[config.mk]
export PLATFORM = sky130hd
export DESIGN_NAME = entropy_health_monitor
export DESIGN_NICKNAME = d
export VERILOG_FILES = /design/src/rtl/ehm_pkg.sv /design/src/rtl/ehm_rct.sv /design/src/rtl/ehm_apt.sv /design/src/rtl/ehm_packer.sv /design/src/rtl/entropy_health_monitor.sv
export SDC_FILE = /design/constraint.sdc
export NUM_CORES = 1
export LEC_CHECK = 0
export ABC_AREA = 1
export ABC_CLOCK_PERIOD_IN_PS = 5700
export BUFFER_PORTS_ARGS = -buffer_cell sky130_fd_sc_hd__buf_4
export CORE_MARGIN = 2
export CORE_UTILIZATION = 45
export DETAILED_ROUTE_END_ITERATION = 16
export GPL_ROUTABILITY_DRIVEN = 0
export GPL_TIMING_DRIVEN = 0
export PLACE_DENSITY = 0.62
export REMOVE_ABC_BUFFERS = 1
export SYNTH_ARGS = -nofsm -noshare
export SYNTH_HDL_FRONTEND = slang
export SYNTH_SLANG_ARGS = --single-unit
[constraint.sdc]
create_clock -name clk -period 5.7 [get_ports clk]
set_input_delay 0.285 -clock clk [delete_from_list [all_inputs] [get_ports clk]]
set_output_delay 0.285 -clock clk [all_outputs]
set_load 0.005 [all_outputs]
[src/rtl/ehm_pkg.sv]
package ehm_pkg;

  localparam int BYTE_W = 8;

  // one raw bit offered to the tests in a given cycle
  typedef struct packed {
    logic take;
    logic value;
  } sample_t;

endpackage

[src/rtl/ehm_rct.sv]
module ehm_rct
  import ehm_pkg::*;
#(
  parameter int CUT_W   = 6,
  parameter int DEF_CUT = 32
) (
  input  logic             clk,
  input  logic             rst,
  input  logic             restart,
  input  sample_t          smp,
  input  logic [CUT_W-1:0] cut_in,
  output logic             fail_now
);

  localparam int RUN_W = CUT_W + 1;
  localparam logic [RUN_W-1:0] RUN_MAX = '1;
  localparam logic [RUN_W-1:0] RUN_ONE = RUN_W'(1);

  logic             have_prev;
  logic             prev_bit;
  logic [RUN_W-1:0] run_len;
  logic [RUN_W-1:0] run_nxt;
  logic [CUT_W-1:0] cut_eff;

  always_comb cut_eff = (cut_in == '0) ? CUT_W'(DEF_CUT) : cut_in;

  always_comb begin
    if (!have_prev || (smp.value != prev_bit)) run_nxt = RUN_ONE;
    else if (run_len == RUN_MAX)               run_nxt = RUN_MAX;
    else                                       run_nxt = run_len + RUN_ONE;
  end

  assign fail_now = smp.take && (run_nxt > {1'b0, cut_eff});

  always_ff @(posedge clk) begin
    if (rst || restart) begin
      have_prev <= 1'b0;
      prev_bit  <= 1'b0;
      run_len   <= '0;
    end else if (smp.take) begin
      have_prev <= 1'b1;
      prev_bit  <= smp.value;
      run_len   <= run_nxt;
    end
  end


  rct_run_restart_chk: assert property (@(posedge clk) disable iff (rst)
    (smp.take && !restart && have_prev && (smp.value != prev_bit)) |=> (run_len == RUN_ONE));


  rct_clear_chk: assert property (@(posedge clk) disable iff (rst)
    restart |=> (!have_prev && run_len == '0));

endmodule

[src/rtl/ehm_apt.sv]
module ehm_apt
  import ehm_pkg::*;
#(
  parameter int WINDOW  = 512,
  parameter int CUT_W   = 10,
  parameter int DEF_CUT = 400
) (
  input  logic             clk,
  input  logic             rst,
  input  logic             restart,
  input  sample_t          smp,
  input  logic [CUT_W-1:0] cut_in,
  output logic             fail_now
);

  localparam int IDX_W = $clog2(WINDOW);
  localparam logic [CUT_W-1:0] WIN_C = CUT_W'(WINDOW);
  localparam logic [IDX_W-1:0] LAST_IDX = IDX_W'(WINDOW - 1);

  logic [IDX_W-1:0] idx;
  logic [CUT_W-1:0] ones;
  logic [CUT_W-1:0] ones_tot;
  logic [CUT_W-1:0] zeros_tot;
  logic [CUT_W-1:0] most;
  logic [CUT_W-1:0] cut_eff;
  logic             win_end;

  always_comb begin
    cut_eff   = (cut_in == '0) ? CUT_W'(DEF_CUT) : cut_in;
    win_end   = (idx == LAST_IDX);
    ones_tot  = ones + CUT_W'(smp.value);
    zeros_tot = WIN_C - ones_tot;
    most      = (ones_tot > zeros_tot) ? ones_tot : zeros_tot;
  end

  assign fail_now = smp.take && win_end && (most > cut_eff);

  always_ff @(posedge clk) begin
    if (rst || restart) begin
      idx  <= '0;
      ones <= '0;
    end else if (smp.take) begin
      if (win_end) begin
        idx  <= '0;
        ones <= '0;
      end else begin
        idx  <= idx + IDX_W'(1);
        ones <= ones_tot;
      end
    end
  end


  apt_count_bound_chk: assert property (@(posedge clk) disable iff (rst)
    (32'(ones) <= 32'(idx)));


  apt_window_wrap_chk: assert property (@(posedge clk) disable iff (rst)
    (smp.take && win_end && !restart) |=> (idx == '0 && ones == '0));

endmodule

[src/rtl/ehm_packer.sv]
module ehm_packer
  import ehm_pkg::*;
#(
  parameter int BLOCK_BYTES = 16
) (
  input  logic              clk,
  input  logic              rst,
  input  logic              restart,
  input  sample_t           smp,
  input  logic              drop,
  input  logic              out_ready,
  output logic              out_valid,
  output logic [BYTE_W-1:0] out_data,
  output logic              block_done,
  output logic              lost_now
);

  localparam int CNT_W = $clog2(BYTE_W);
  localparam int BLK_W = $clog2(BLOCK_BYTES);
  localparam logic [CNT_W-1:0] LAST_BIT = CNT_W'(BYTE_W - 1);
  localparam logic [BLK_W-1:0] LAST_BLK = BLK_W'(BLOCK_BYTES - 1);

  logic [BYTE_W-2:0] sreg;
  logic [CNT_W-1:0]  cnt;
  logic [BLK_W-1:0]  blk;
  logic              accept;
  logic              complete;

  always_comb begin
    accept   = out_valid && out_ready;
    complete = smp.take && !drop && (cnt == LAST_BIT);
    lost_now = complete && out_valid && !accept;
  end

  // bit assembly
  always_ff @(posedge clk) begin
    if (rst || restart) begin
      cnt  <= '0;
      sreg <= '0;
    end else if (smp.take) begin
      sreg <= {sreg[BYTE_W-3:0], smp.value};
      if (drop || cnt == LAST_BIT) cnt <= '0;
      else                         cnt <= cnt + CNT_W'(1);
    end
  end

  // output register
  always_ff @(posedge clk) begin
    if (rst) begin
      out_valid <= 1'b0;
      out_data  <= '0;
    end else if (complete && (!out_valid || accept)) begin
      out_valid <= 1'b1;
      out_data  <= {sreg, smp.value};
    end else if (accept) begin
      out_valid <= 1'b0;
    end
  end

  // block boundary
  always_ff @(posedge clk) begin
    if (rst || restart) begin
      blk        <= '0;
      block_done <= 1'b0;
    end else if (accept) begin
      block_done <= (blk == LAST_BLK);
      blk        <= (blk == LAST_BLK) ? '0 : blk + BLK_W'(1);
    end else begin
      block_done <= 1'b0;
    end
  end


  out_hold_chk: assert property (@(posedge clk) disable iff (rst)
    (out_valid && !out_ready) |=> (out_valid && $stable(out_data)));


  block_after_accept_chk: assert property (@(posedge clk) disable iff (rst)
    block_done |-> $past(accept));


  block_single_chk: assert property (@(posedge clk) disable iff (rst)
    block_done |=> !block_done);

endmodule

[src/rtl/entropy_health_monitor.sv]
module entropy_health_monitor
  import ehm_pkg::*;
#(
  parameter int RCT_CUT_W   = 6,
  parameter int RCT_DEFAULT = 32,
  parameter int APT_WINDOW  = 512,
  parameter int APT_CUT_W   = $clog2(APT_WINDOW + 1),
  parameter int APT_DEFAULT = 400,
  parameter int BLOCK_BYTES = 16
) (
  input  logic                 clk,
  input  logic                 rst,
  input  logic                 bit_valid,
  input  logic                 bit_in,
  input  logic                 clear_error,
  input  logic [RCT_CUT_W-1:0] rct_cutoff,
  input  logic [APT_CUT_W-1:0] apt_cutoff,
  input  logic                 byte_ready,
  output logic                 byte_valid,
  output logic [BYTE_W-1:0]    byte_data,
  output logic                 block_done,
  output logic                 rct_fail,
  output logic                 apt_fail,
  output logic                 overflow,
  output logic                 status_led
);

  sample_t smp;
  logic    rct_now;
  logic    apt_now;
  logic    lost_now;

  always_comb begin
    smp.take  = bit_valid && !clear_error && !rct_fail && !apt_fail;
    smp.value = bit_in;
  end

  ehm_rct #(
    .CUT_W   (RCT_CUT_W),
    .DEF_CUT (RCT_DEFAULT)
  ) u_rct (
    .clk      (clk),
    .rst      (rst),
    .restart  (clear_error),
    .smp      (smp),
    .cut_in   (rct_cutoff),
    .fail_now (rct_now)
  );

  ehm_apt #(
    .WINDOW  (APT_WINDOW),
    .CUT_W   (APT_CUT_W),
    .DEF_CUT (APT_DEFAULT)
  ) u_apt (
    .clk      (clk),
    .rst      (rst),
    .restart  (clear_error),
    .smp      (smp),
    .cut_in   (apt_cutoff),
    .fail_now (apt_now)
  );

  ehm_packer #(
    .BLOCK_BYTES (BLOCK_BYTES)
  ) u_pack (
    .clk        (clk),
    .rst        (rst),
    .restart    (clear_error),
    .smp        (smp),
    .drop       (rct_now || apt_now),
    .out_ready  (byte_ready),
    .out_valid  (byte_valid),
    .out_data   (byte_data),
    .block_done (block_done),
    .lost_now   (lost_now)
  );

  always_ff @(posedge clk) begin
    if (rst) begin
      rct_fail   <= 1'b0;
      apt_fail   <= 1'b0;
      overflow   <= 1'b0;
      status_led <= 1'b1;
    end else begin
      status_led <= !(rct_fail || apt_fail);
      if (clear_error) begin
        rct_fail <= 1'b0;
        apt_fail <= 1'b0;
        overflow <= 1'b0;
      end else begin
        rct_fail <= rct_fail || rct_now;
        apt_fail <= apt_fail || apt_now;
        overflow <= overflow || lost_now;
      end
    end
  end


  rct_sticky_chk: assert property (@(posedge clk) disable iff (rst)
    (rct_fail && !clear_error) |=> rct_fail);


  no_load_in_error_chk: assert property (@(posedge clk) disable iff (rst)
    ((rct_fail || apt_fail) && !byte_valid) |=> !byte_valid);


  led_follow_chk: assert property (@(posedge clk) disable iff (rst)
    (rct_fail || apt_fail) |=> !status_led);


  clear_flags_chk: assert property (@(posedge clk) disable iff (rst)
    clear_error |=> (!rct_fail && !apt_fail && !overflow));

endmodule

==> metrics, run 1 <==
Wirelength per Cell 11.0 µm; H-tree depth 2; Longest Clk Path Bufs 2; proportion of netlist area held by the largest area contributor between 30% and 40%; Routed WL between 7000 and 8000 µm; most instantiated library cell after synthesis sky130_fd_sc_hd__nand2_1; number of buffers created by CTS 5; GR Overflow Total 0; final count of hold timing violations 0; count of vias placed by the detailed router 3,140; worst-margin pin slew approximately 1200 ps; CP Launch Point u_apt.ones[0]; R2R Setup Slk 820 ps; power consumption between 700 and 800 µW; count of hold buffers inserted by post-cts repair 0; unrepaired setup endpoints after global routing no; pin count of the biggest net entering global routing 40; I/O pin count 36; Routed Antenna Nets 0; CP peak stage delay 650 ps; most area-hungry cell type in the Yosys netlist sky130_fd_sc_hd__dfxtp_1; placed wire-length estimate after detailed placement 5490 µm; Yosys cell types 36; headroom to the max-slew limit 18.5%; critical path type reg -> reg; Worst-path clk slew 100 ps; number of flip-flops and latches in the synthesized netlist 55; first-pass GRT wire length 12,500 µm; DIE AREA roughly 8500 µm²; arrival time of data at the critical path endpoint 5140 ps; area growth from synthesis to layout 11.9%; kind of start point of the critical path flip-flop; number of cells upsized or downsized after cts 0; TritonCTS clock tree done; number of detailed-routing iterations run before antenna repair 4; CP most frequent cell sky130_fd_sc_hd__ha_1; # clock sinks 55; starting density of the core between 40% and 50%; DRC marker count from the first detailed-route iteration 101; # port buffers 35; worst-path cell with the longest stage delay sky130_fd_sc_hd__nor3_1; fraction of the yosys area taken by sequential cells a little under a third; n_diodes 0; total routing resource utilization after global routing between 10% and 20%; leakage power 1.75 nW; Cell Rows 32; RR Startpoint u_apt.ones[0]; most used flip-flop cell after synthesis sky130_fd_sc_hd__dfxtp_1; Fin Setup TNS 0 ps; worst setup skew after layout around 8.5 ps; Post-CTS Setup Bufs 0; leading post-synthesis cells by instance count 110 x sky130_fd_sc_hd__nand2_1, 70 x sky130_fd_sc_hd__inv_1, 68 x sky130_fd_sc_hd__nor2_1, 55 x sky130_fd_sc_hd__dfxtp_1, 38 x sky130_fd_sc_hd__a21oi_1; Final Max Slew Viols 0; area of the core region 7610 µm²; Max Clock Freq 205 MHz; endpoint kind of the worst setup timing path flip-flop; Pwr Density 183 nW/µm²; number of warnings issued by yosys 0; ratio of cells with drive above 1 in the final layout 13.2%; DRC 0; number of global-route vias before repair 2,853; share of the cycle needed by the critical path after routing 85.7%; worst vdd rail ir drop 0.0823 mV; number of standard cells after synthesis 515; Net count, final 595; outcome completed; die height 92.0 µm; routed via count divided by cell count 4.86; post-synthesis instance area 3480 µm²; number of cell instances on the worst register-to-register path 26; worst setup path end u_pack.out_data[0]; max-cap check violation count 0; clock insertion delay at the later pin of the skew report 310 ps; number of antenna violations at the first check in global routing 0; buffer type at the clock tree root sky130_fd_sc_hd__clkbuf_8; Die W approximately 92 µm; worst reg2reg path endpoint u_pack.out_data[0]; average cell area after synthesis 6.77 µm²; cell types with the largest area share after synthesis sky130_fd_sc_hd__dfxtp_1 32%, sky130_fd_sc_hd__nand2_1 12%, sky130_fd_sc_hd__ha_1 11%; Async S/R FF share, synth 0%; Req. time, crit path 5950 ps; final critical-path required period 4880 ps; total of endpoints with negative setup slack in the final report 0; path category of the worst min-delay check in -> reg; number of enable flip-flop cells after synthesis 0; critical-path maximum fanout 14
## cells in the final DEF, fill, tap and decap left out, types with 5 or more instances in the layout
| master | netlist | layout |
|---|---|---|
| sky130_fd_sc_hd__nor3_1 | 11 | 11 |
| sky130_fd_sc_hd__o21ai_0 | 22 | 22 |
| sky130_fd_sc_hd__nand2_2 | 10 | 10 |
| sky130_fd_sc_hd__clkbuf_8 | 0 | 5 |
| sky130_fd_sc_hd__a21oi_1 | 38 | 38 |
| sky130_fd_sc_hd__buf_4 | 1 | 35 |
| sky130_fd_sc_hd__nor2_1 | 68 | 68 |
| sky130_fd_sc_hd__ha_1 | 30 | 30 |
| sky130_fd_sc_hd__nand3_1 | 27 | 27 |
| sky130_fd_sc_hd__dfxtp_1 | 55 | 55 |
| sky130_fd_sc_hd__nand4_1 | 10 | 10 |
| sky130_fd_sc_hd__nand2_1 | 110 | 110 |
| sky130_fd_sc_hd__inv_1 | 70 | 70 |
| sky130_fd_sc_hd__o21ai_2 | 6 | 6 |
## how the worst min path moves through the flow
stage	start	end	slack [ps]	depth (start not counted)
2_1_floorplan	u_pack.sreg[6]	u_pack.sreg[6]	430	2
3_3_place_gp	u_rct.have_prev	u_rct.have_prev	450	1
3_5_place_dp	u_pack.sreg[6]	u_pack.sreg[6]	460	2
4_1_cts	bit_in	u_pack.sreg[0]	300	3
5_1_grt	bit_in	u_pack.sreg[0]	330	3
6_report	bit_in	u_pack.sreg[0]	300	3
## metal layers
layer  global-route usage (%)  vias up  wire [µm]
met5                        0        -          0
met4                     5.60        0         89
met3                     2.22        5        177
met2                     30.5       43       3270
met1                     23.6     1371       3580
li1                         -     1721          -
## stage by stage
stage          utilization, %  setup WS, ps  instance area (µm²)  std cells  hold WS [ps]
6_report                 51.3           816                 3900        646           303
5_1_grt                  51.3           126                 3900        646           333
4_1_cts                  51.3           756                 3900        646           298
3_5_place_dp             50.0           630                 3800        638           457
3_3_place_gp             50.0           684                 3800        638           448
2_1_floorplan               -          1590                 3410        501           431
## cells by family after synthesis
group / count (synthesis) / synth area share [%]
AND/OR/NAND/NOR: 254 / 32.6
buffers and inverters: 88 / 10.1
adder cells (fa/ha/maj): 30 / 10.8
flip-flops: 55 / 31.6
AO/OA/AOI/OAI: 82 / 13.5
XOR/XNOR: 6 / 1.51
## final cells by class
type	count	area, µm²
Fill cell	780	3710
Timing Repair Buffer	35	263
Sequential cell	55	1100
Inverter	74	278
Clock inverter	3	28.8
Tap cell	102	128
Multi-Input combinational cell	372	2030
Clock buffer	5	68.8
## sequential cells by signal, summed over array words and instances (netlist names)
signal	cells
status_led	1
u_pack.cnt	3
u_apt.ones	10
u_pack.out_data	8
rct_fail	1
apt_fail	1
u_pack.block_done	1
u_rct.run_len	7
u_apt.idx	9
u_rct.have_prev	1
u_pack.sreg	7
overflow	1
u_pack.out_valid	1
u_pack.blk	4
## power breakdown
group          switching [mW]  leakage (nW)  total, mW  internal [mW]
Combinational          0.0581          1.25     0.0961         0.0381
Sequential            0.00252         0.444      0.390          0.388
Clock                   0.137        0.0502      0.229         0.0913
Total                   0.198          1.75      0.715          0.517
## critical path: cells and delay by family, from the launching register on
kind,cells,cell delay (ps)
AOI/OAI and AO/OA,3,340
adders and majority gates,5,1370
buffers and inverters,2,190
and+or+nand+nor,16,2600
DFF,1,330
(Power assumes the default switching activity.)
==> inputs of run 2 (changes only) <==
Settings changed: ABC_AREA 1 to unset, ABC_CLOCK_PERIOD_IN_PS 5700 to 4950.
Clock period 5.7 ns to 4.95 ns, I/O delays scaled along.
==> metrics, run 2 <==
pin count of the biggest net entering global routing 37 (-7.5%); largest family of logic cells by synthesized area simple AND/OR/NAND/NOR gates; leading post-synthesis cells by instance count 55 x sky130_fd_sc_hd__dfxtp_1, 51 x sky130_fd_sc_hd__nand2_1, 46 x sky130_fd_sc_hd__a21oi_1, 36 x sky130_fd_sc_hd__nor2_1, 30 x sky130_fd_sc_hd__ha_1; Longest Clk Path Bufs 2 (unchanged); max-cap check violation count 0 (unchanged); GR met2 Demand/Resource 31.0% (+0.48 points); Die W 93.3 µm (+1.4%); average cell area after synthesis 8.04 µm² (+19%); Comb pwr share 15.6% (+2.2 points); number of enable flip-flop cells after synthesis 0 (unchanged); number of cell instances on the worst register-to-register path 26 (unchanged); area fraction in compound gates after synthesis 17.1% (+3.6 points); failing checks setup timing; Routed WL 8160 µm (+15%); Req. time, crit path 5150 ps (-800 ps); worst-path cell with the longest stage delay sky130_fd_sc_hd__or3b_4; share of the cycle needed by the critical path after routing 102% (+16 points); number of detailed-routing iterations run before antenna repair 4 (unchanged); number of buffers created by CTS 5 (unchanged); power consumption 884 µW (+24%); number of antenna violations at the first check in global routing 0 (unchanged); H-tree depth 2 (unchanged); net switching power figure 224 µW (+13%); Post-Place Cells 561 (-12%); TritonCTS clock tree done; number of standard cells after synthesis 446 (-13%); Async S/R FF share, synth 0% (unchanged); kind of start point of the critical path flip-flop; CP most frequent cell sky130_fd_sc_hd__ha_4; ratio of cells with drive above 1 in the final layout 23.1% (+9.9 points); area growth from synthesis to layout 22.7%; n_diodes 0 (unchanged); cell area reported after detailed placement 3860 µm² (+1.6%); total area of multi-input combinational cells 2540 µm² (+25%); cell types with the largest area share after synthesis sky130_fd_sc_hd__dfxtp_1 31%, sky130_fd_sc_hd__ha_1 10%, sky130_fd_sc_hd__a21oi_1 6.4%; most instantiated library cell after synthesis sky130_fd_sc_hd__dfxtp_1; clock network power share 33.9% (+1.9 points); most used cells in the layout excluding fill and tap cells 52 x sky130_fd_sc_hd__dfxtp_1, 50 x sky130_fd_sc_hd__nand2_1, 50 x sky130_fd_sc_hd__buf_4, 44 x sky130_fd_sc_hd__a21oi_1, 33 x sky130_fd_sc_hd__nor2_1; Largest register FFs 10 (unchanged); most frequent standard cell in the layout excluding fill and tap cells sky130_fd_sc_hd__dfxtp_1; leakage power 1.68 nW (-4.1%); most area-hungry cell type in the Yosys netlist sky130_fd_sc_hd__dfxtp_1; area of the core region 7730 µm² (+1.6%); die height 93.3 µm (+1.4%); GR Overflow Total 0 (unchanged); Routed Antenna Nets 0 (unchanged); placed wire-length estimate after detailed placement 5660 µm (+3.0%); Final Instance Count excl. Fillers 586 (-9.3%); buffer type at the clock tree root sky130_fd_sc_hd__clkbuf_8; endpoint kind of the worst setup timing path flip-flop; proportion of netlist area held by the largest area contributor 30.7% (-0.88 points); worst vdd rail ir drop 0.125 mV (+52%); register containing the most flip-flops in the final layout u_apt.ones; number of instances on the worst hold path 2 (-1); fraction of the mapped netlist area in adder cells 10.5% (-0.30 points); Cell Rows 32 (unchanged); internal power contribution 660 µW (+28%); sequential share of power 50.5% (-4.1 points); starting density of the core 46.4% (+0.58 points); post-route core utilization 56.9% (+5.6 points); # clock sinks 55 (unchanged); path category of the worst min-delay check in -> reg; total routing resource utilization after global routing 19.0% (+1.1 points); post-synthesis instance area 3580 µm² (+2.9%); total of endpoints with negative setup slack in the final report 9 (+9); DRC 0 (unchanged); Final Max Slew Viols 0 (unchanged); sequential cell area 1100 µm² (+0.34%); share of synthesized area spent on multiplexers 3.56% (+3.6 points); count of hold buffers inserted by post-cts repair 0 (unchanged); Yosys cell types 59 (+64%); most used flip-flop cell after synthesis sky130_fd_sc_hd__dfxtp_1; worst setup skew after layout 5.75 ps (-2.73 ps); critical path type reg -> reg; routed via count divided by cell count 5.48 (+13%); GRT met3 Usage 3.22% (+1.0 points); fillers 714 (-8.5%); Max Clock Freq 199 MHz (-3.0%); outcome complete, but fails checks; Pwr Density 201 nW/µm² (+9.6%); xor and xnor fraction of the mapped netlist area 6.84% (+5.3 points); count of vias placed by the detailed router 3,212 (+2.3%); smallest setup slack after layout -84.9 ps (-901 ps); number of flip-flops and latches in the synthesized netlist 55 (unchanged); pre-CTS WS -1260 ps (-1890 ps); DIE AREA 8700 µm² (+2.7%); arrival time of data at the critical path endpoint 5230 ps (+90 ps); Worst-path clk slew 100 ps (about the same); clock insertion delay at the later pin of the skew report 310 ps (about the same); busiest layer in global routing met2; # port buffers 35 (unchanged); critical-path maximum fanout 8 (-6); Top Registers u_apt.ones: 10 flops, u_apt.idx: 9 flops, u_pack.out_data: 8 flops; headroom to the max-slew limit 31.4% (+13 points); switching power as a share of total power 25.3% (-2.4 points); Net count, final 535 (-10%); I/O pin count 36 (unchanged); worst-margin pin slew 1020 ps (-193 ps); CP peak stage delay 410 ps (-240 ps); final critical-path required period 5030 ps (+151 ps); Wirelength per Cell 13.9 µm (+26%); number of warnings issued by yosys 0 (unchanged); fraction of the yosys area taken by sequential cells 30.7% (-0.88 points); DRC marker count from the first detailed-route iteration 153 (+51%); simple-gate share of the synthesized area 25.6% (-6.9 points); post-route standard cell area excluding fillers 4400 µm² (+13%); unrepaired setup endpoints after global routing yes; first-pass GRT wire length 13,700 µm (+9.3%); GR Layer Usage met1 26.6% (+3.0 points); final count of hold timing violations 0 (unchanged); number of global-route vias before repair 2,961 (+3.8%)
run 2: cell count changes in the layout (fill, tap and decap cells not counted), sizes merged, moves of 9 or more:
cell    delta
o21ai     -11
xor2       +9
nand2     -70
buf       +17
xnor2     +10
mux2i      +9
nand3     -14
nand2b    +18
and3       +9
nor2      -36
inv       -50
run 2: layer usage:
layer | routed length [µm] | part of all wire [%]
met2 | 3770 | 46
met3 | 252 | 3.1
met1 | 4070 | 50
met4 | 71 | 0.87
met5 | 0 | 0
run 2: worst paths after layout:
check | to | slack [ps] | start
setup reg to reg | u_pack.out_data[2] | -80 | u_apt.ones[0]
hold / removal | u_pack.out_valid | 230 | rst
hold reg to reg | u_apt.idx[8] | 470 | u_apt.idx[8]
setup / recovery | u_pack.out_data[2] | -80 | u_apt.ones[0]
run 2: stage by stage:
step	TNS, ps	hold slack, ps
final	-440	225
after global routing	-2480	214
after CTS	0	219
after detailed placement	-15200	454
after global placement	-14270	445
after floorplan	-3530	317
run 2: final cells by class:
class / count / area share, %
multi-input combinational: 345 / 57.8
tap: 102 / 2.90
sequential: 55 / 25.1
inverter: 24 / 2.16
clock buffer: 5 / 1.56
timing repair buffer: 52 / 9.45
clock inverter: 3 / 0.996
run 2: logic make-up (layout without fill, tap and decap cells):
logic type,after synthesis,count (layout)
mux,12,12
xor+xnor,25,25
buf+inv,46,84
flops,55,55
compound gates,98,98
simple gates,180,180
fa+ha+maj,30,30
run 2: power groups by stage:
stage	Combinational, mW	Sequential, mW	Clock, mW
3_3_place_gp	0.108	0.456	0
4_1_cts	0.121	0.446	0.307
3_5_place_dp	0.109	0.456	0
6_report	0.138	0.446	0.300
5_1_grt	0.154	0.447	0.327
2_1_floorplan	0.0724	0.456	0
run 2: worst max-delay path: cells and delay by family, from the launching register on:
family | cells | cell delay (ps)
simple gates | 9 | 1700
fa+ha+maj | 5 | 1090
compound gates | 5 | 710
mux | 2 | 480
buf+inv | 4 | 420
flops | 1 | 350
xor+xnor | 1 | 160
run 2: repair_timing:
item	CTS	global route
hold endpoints to repair	0	0
endpoints found under the setup margin	14	13
pin swaps	17	29
setup buffers	9	8
gates resized for setup	27	26
